<file path="config.mk">
export PLATFORM = sky130hd
export DESIGN_NAME = burst_addr_gen
export DESIGN_NICKNAME = d
export VERILOG_FILES = /design/src/rtl/burst_pkg.sv /design/src/rtl/burst_beat_ctr.sv /design/src/rtl/burst_base_reg.sv /design/src/rtl/burst_order_map.sv /design/src/rtl/burst_addr_gen.sv
export SDC_FILE = /design/constraint.sdc
export NUM_CORES = 1
export LEC_CHECK = 0
export BUFFER_PORTS_ARGS = -buffer_cell sky130_fd_sc_hd__buf_2
export CORE_MARGIN = 8
export CORE_UTILIZATION = 45
export CTS_CLUSTER_SIZE = 25
export DETAILED_ROUTE_END_ITERATION = 6
export PLACE_DENSITY = 0.8
export SLEW_MARGIN = 30
export SYNTH_ARGS = -nofsm -noshare
export SYNTH_HDL_FRONTEND = slang
export SYNTH_SLANG_ARGS = --single-unit
</file>
<file path="constraint.sdc">
create_clock -name clk_i -period 1.4 [get_ports clk_i]
set_input_delay 0.28 -clock clk_i [delete_from_list [all_inputs] [get_ports clk_i]]
set_output_delay 0.28 -clock clk_i [all_outputs]
set_load 0.02 [all_outputs]
</file>
<file path="src/rtl/burst_pkg.sv">
package burst_pkg;
  localparam int BEAT_W = 2;
  typedef logic [BEAT_W-1:0] beat_t;

  function automatic beat_t map_low(beat_t start, beat_t k, logic il);
    return il ? (start ^ k) : beat_t'(start + k);
  endfunction
endpackage

</file>
<file path="src/rtl/burst_beat_ctr.sv">
module burst_beat_ctr
  import burst_pkg::*;
(
  input  logic  clk_i,
  input  logic  rst_ni,
  input  logic  load_i,
  input  logic  step_i,
  output beat_t beat_o
);
  always_ff @(posedge clk_i or negedge rst_ni) begin
    if (!rst_ni)     beat_o <= '0;
    else if (load_i) beat_o <= '0;
    else if (step_i) beat_o <= beat_o + beat_t'(1);
  end


  step_inc_chk: assert property (@(posedge clk_i) disable iff (!rst_ni)
    (!load_i && step_i) |=> beat_o == beat_t'($past(beat_o) + 1'b1));

  hold_chk: assert property (@(posedge clk_i) disable iff (!rst_ni)
    (!load_i && !step_i) |=> $stable(beat_o));

  load_clr_chk: assert property (@(posedge clk_i) disable iff (!rst_ni)
    load_i |=> beat_o == '0);
endmodule

</file>
<file path="src/rtl/burst_base_reg.sv">
module burst_base_reg #(
  parameter int ADDR_W = 18
) (
  input  logic              clk_i,
  input  logic              rst_ni,
  input  logic              load_i,
  input  logic [ADDR_W-1:0] addr_i,
  output logic [ADDR_W-1:0] base_o
);
  always_ff @(posedge clk_i or negedge rst_ni) begin
    if (!rst_ni)     base_o <= '0;
    else if (load_i) base_o <= addr_i;
  end


  base_keep_chk: assert property (@(posedge clk_i) disable iff (!rst_ni)
    !load_i |=> $stable(base_o));
endmodule

</file>
<file path="src/rtl/burst_order_map.sv">
module burst_order_map
  import burst_pkg::*;
#(
  parameter bit MODE_PIN_EN      = 1'b1,
  parameter bit FIXED_INTERLEAVE = 1'b1
) (
  input  logic  mode_i,
  input  beat_t start_i,
  input  beat_t beat_i,
  output beat_t low_o
);
  logic il;

  generate
    if (MODE_PIN_EN) begin : g_pin
      assign il = mode_i;
    end else begin : g_fixed
      assign il = FIXED_INTERLEAVE;
    end
  endgenerate

  assign low_o = map_low(start_i, beat_i, il);
endmodule

</file>
<file path="src/rtl/burst_addr_gen.sv">
module burst_addr_gen
  import burst_pkg::*;
#(
  parameter int ADDR_W           = 18,
  parameter bit MODE_PIN_EN      = 1'b1,
  parameter bit FIXED_INTERLEAVE = 1'b1
) (
  input  logic              clk_i,
  input  logic              rst_ni,
  input  logic              start_a_i,
  input  logic              start_b_i,
  input  logic              adv_ni,
  input  logic              mode_i,
  input  logic [ADDR_W-1:0] addr_i,
  output logic [ADDR_W-1:0] addr_o,
  output logic [1:0]        beat_o
);
  localparam int HI_W = ADDR_W - BEAT_W;

  logic              load;
  logic [ADDR_W-1:0] base;
  beat_t             beat;
  beat_t             low;

  assign load = start_a_i | start_b_i;

  burst_base_reg #(.ADDR_W(ADDR_W)) u_base (
    .clk_i, .rst_ni, .load_i(load), .addr_i, .base_o(base)
  );

  burst_beat_ctr u_ctr (
    .clk_i, .rst_ni, .load_i(load), .step_i(!adv_ni), .beat_o(beat)
  );

  burst_order_map #(
    .MODE_PIN_EN(MODE_PIN_EN), .FIXED_INTERLEAVE(FIXED_INTERLEAVE)
  ) u_map (
    .mode_i, .start_i(base[BEAT_W-1:0]), .beat_i(beat), .low_o(low)
  );

  assign addr_o = {base[ADDR_W-1:BEAT_W], low};
  assign beat_o = beat;


  load_addr_chk: assert property (@(posedge clk_i) disable iff (!rst_ni)
    load |=> (addr_o == $past(addr_i)) && (beat_o == 2'd0));

  upper_fixed_chk: assert property (@(posedge clk_i) disable iff (!rst_ni)
    !load |=> addr_o[ADDR_W-1 -: HI_W] == $past(addr_o[ADDR_W-1 -: HI_W]));

  wrap_chk: assert property (@(posedge clk_i) disable iff (!rst_ni)
    (!load && !adv_ni && beat_o == 2'd3) |=> beat_o == 2'd0);
endmodule

</file>
==> reports/summary.txt <==
Worst slack, placed: 0.07558 ns
HPWL Detailed: 1478 um
First-pass GRT wire length: 3394 um
Reg2Reg Depth: 4
Clk pwr share: 0.257
CP Capture Type: primary output
Placed Area: 1092 um^2
GR Overflow Total: 0
Top-Level Pins: 44
Syn Std Cell Area: 960.9 um^2
Slew Viols, Final: 0
WL/cell: 15.08 um
Core ar.: 1982 um^2
Setup slack, reg-to-reg: 0.36 ns
Final setup viols: 2
Post-synthesis cell type count: 11
Diode count: 0
WHS Endpoint: u_ctr.beat_o[1]
Hold depth: 2
Setup slack after layout: -0.1614 ns
Comb pwr share: 0.223
Hold WC Path Type: in -> reg
Initial antenna violation count: 0
Outcome: finished, violations left
Synth warn: 0
Worst-case clock buffer depth: 2
Vias in the first global route: 728
Largest net degree at the start of global routing: 21
GRT Total Usage: 0.1054
Post-synthesis register bit count: 20
Setup CP Type: reg -> out
Clock skew: 0.00001132 ns
Die H: 62.21 um
GP Congestion: 0.7346
Worst skew pair latency: 0.29 ns
Clk sinks: 20
Post-route DRC: 0
PD cells: 1061 nW/um^2
Fin nets: 125
Die Area: 3870 um^2
Rows: 16
Area grow syn2layout: 22.00%
Maximum VDD drop: 0.0005825 V
PortBufs: 43
Post-layout min period: 1.561 ns
Die Width: 62.21 um
Relative slew slack: 0.7119
CP max FO: 2
Seq pwr share: 0.520
Crit path DAT: 1.28 ns
Share of layout cells above drive strength 1: 0.7374
1st-iter DRT viols: 9
First-pass DRT Iterations: 3
Register area: 500.5 um^2
Avg Cell Area, Syn: 14.78 um^2
Number of failing hold endpoints at the final stage: 0
Sequential fraction of the synthesis area: 0.5208
Failing checks: negative setup slack
Fmax: 640.4 MHz
Final instance area: 1172 um^2
Worst r2r src: u_ctr.beat_o[0]
Vias: 579
CTS tree: done
Root Buffer: clkbuf_4
Hold_sp: start_a_i
Syn Inst Count: 65
P_int: 919.0 uW
Max-cap violations: 0
CP Data Required Time: 1.12 ns
RSZ-0062 raised after global routing: true
Overall Power: 1243 uW
Final ANT Viol Nets: 0
Vias per cell: 4.595
Inserted Clock Buffers: 3
Leak Pwr: 0.0005892 uW
Worst slew pin tran: 0.4322 ns
Switch share: 0.2609
Multi-input gate area: 345.3 um^2
Crit share post-route: 1.115
Startpoint Class: flip-flop
Worst-path clk slew: 0.11 ns
H-tree depth: 1
Fillers: 180
Total Routed Length: 1900 um
FF-to-FF End: u_ctr.beat_o[1]
Switching power: 324.5 uW
Starting density of the core: 0.4848
Syn nets: 90
[cell families (layout without fill, tap and decap cells)]
logic type | Yosys count | after routing | share of synthesized area
flops | 20 | 20 | 0.5208
mux | 18 | 18 | 0.2500
buf+inv | 17 | 51 | 0.1458
simple gates | 6 | 6 | 0.04297
xor+xnor | 3 | 3 | 0.02735
fa+ha+maj | 1 | 1 | 0.01302
[layout make-up]
cell class	instances	area share
clock buffers	4	0.03095
repair buffers	47	0.2188
well taps	27	0.02882
multi-input cells	28	0.2946
flip-flops and latches	20	0.4269
[per-layer routing]
metal  track usage  vias up  share of wire
met5             0        -              0
met4       0.04373        0         0.0074
met3       0.03405        2          0.061
met2        0.1979       22           0.55
met1        0.1023      285           0.38
li1              -      270              -
[flip-flops by register name, indices dropped and copies added, names as in the netlist]
signal / count
u_base.base_o: 18
u_ctr.beat_o: 2
[power by group through the flow]
stage	clock, uW	combinational [uW]	sequential [uW]
detailed placement	0	264	658
global placement	0	258	655
CTS	336	281	648
global route	362	299	654
finish	320	277	647
floorplan	0	216	655
[timing repair]
action	in CTS	in global routing
gates resized for setup	7	0
pin swaps	1	1
setup endpoints to repair	2	2
hold buffers	1	0
buffers inserted	1	0
endpoints found under the hold margin	20	0
[worst max path at each step]
stage                      endpoint  cells after the start              from  slack [ns]
after floorplan           addr_o[1]                      3   u_ctr.beat_o[0]        0.06
after global placement    addr_o[1]                      4   u_ctr.beat_o[0]        0.13
after detailed placement  addr_o[1]                      4   u_ctr.beat_o[0]        0.08
after CTS                 addr_o[1]                      4  u_base.base_o[0]       -0.15
after global routing      addr_o[1]                      4   u_ctr.beat_o[0]       -0.20
final                     addr_o[1]                      4   u_ctr.beat_o[0]       -0.16
[placed cells by master, fill, tap and decap left out, types with 2 or more instances in the layout]
cell       n
buf_4      4
clkbuf_4   3
xnor2_2    2
buf_2     41
mux2_4    10
nor2b_1    2
mux2_2     8
dfrtp_1   20
[critical path: stages, from the launching register on]
cell,delay (ns)
dfrtp_1,0.40
ha_2,0.18
nor2b_4,0.12
xnor2_2,0.13
buf_4,0.16
[per-stage QoR]
| stage | util | setup TNS (ns) | instances | hold slack (ns) |
|---|---|---|---|---|
| detailed placement | 0.5511 | 0 | 120 | 0.2498 |
| floorplan | - | 0 | 65 | -0.01559 |
| global route | 0.5915 | -0.2585 | 126 | 0.1904 |
| global placement | 0.5511 | 0 | 120 | 0.2363 |
| CTS | 0.5915 | -0.1718 | 126 | 0.1911 |
| finish | 0.5915 | -0.1684 | 126 | 0.1999 |
[cell usage after synthesis]
master	count	area share
nor2_4	1	0.012
xnor2_1	3	0.027
dfrtp_1	20	0.52
nor2b_1	3	0.020
buf_12	1	0.021
nor4_1	1	0.0065
mux2_2	8	0.094
nor3_1	1	0.0052
ha_1	1	0.013
buf_4	16	0.13
mux2_4	10	0.16
Note: power is estimated with default switching activity, not from simulation.
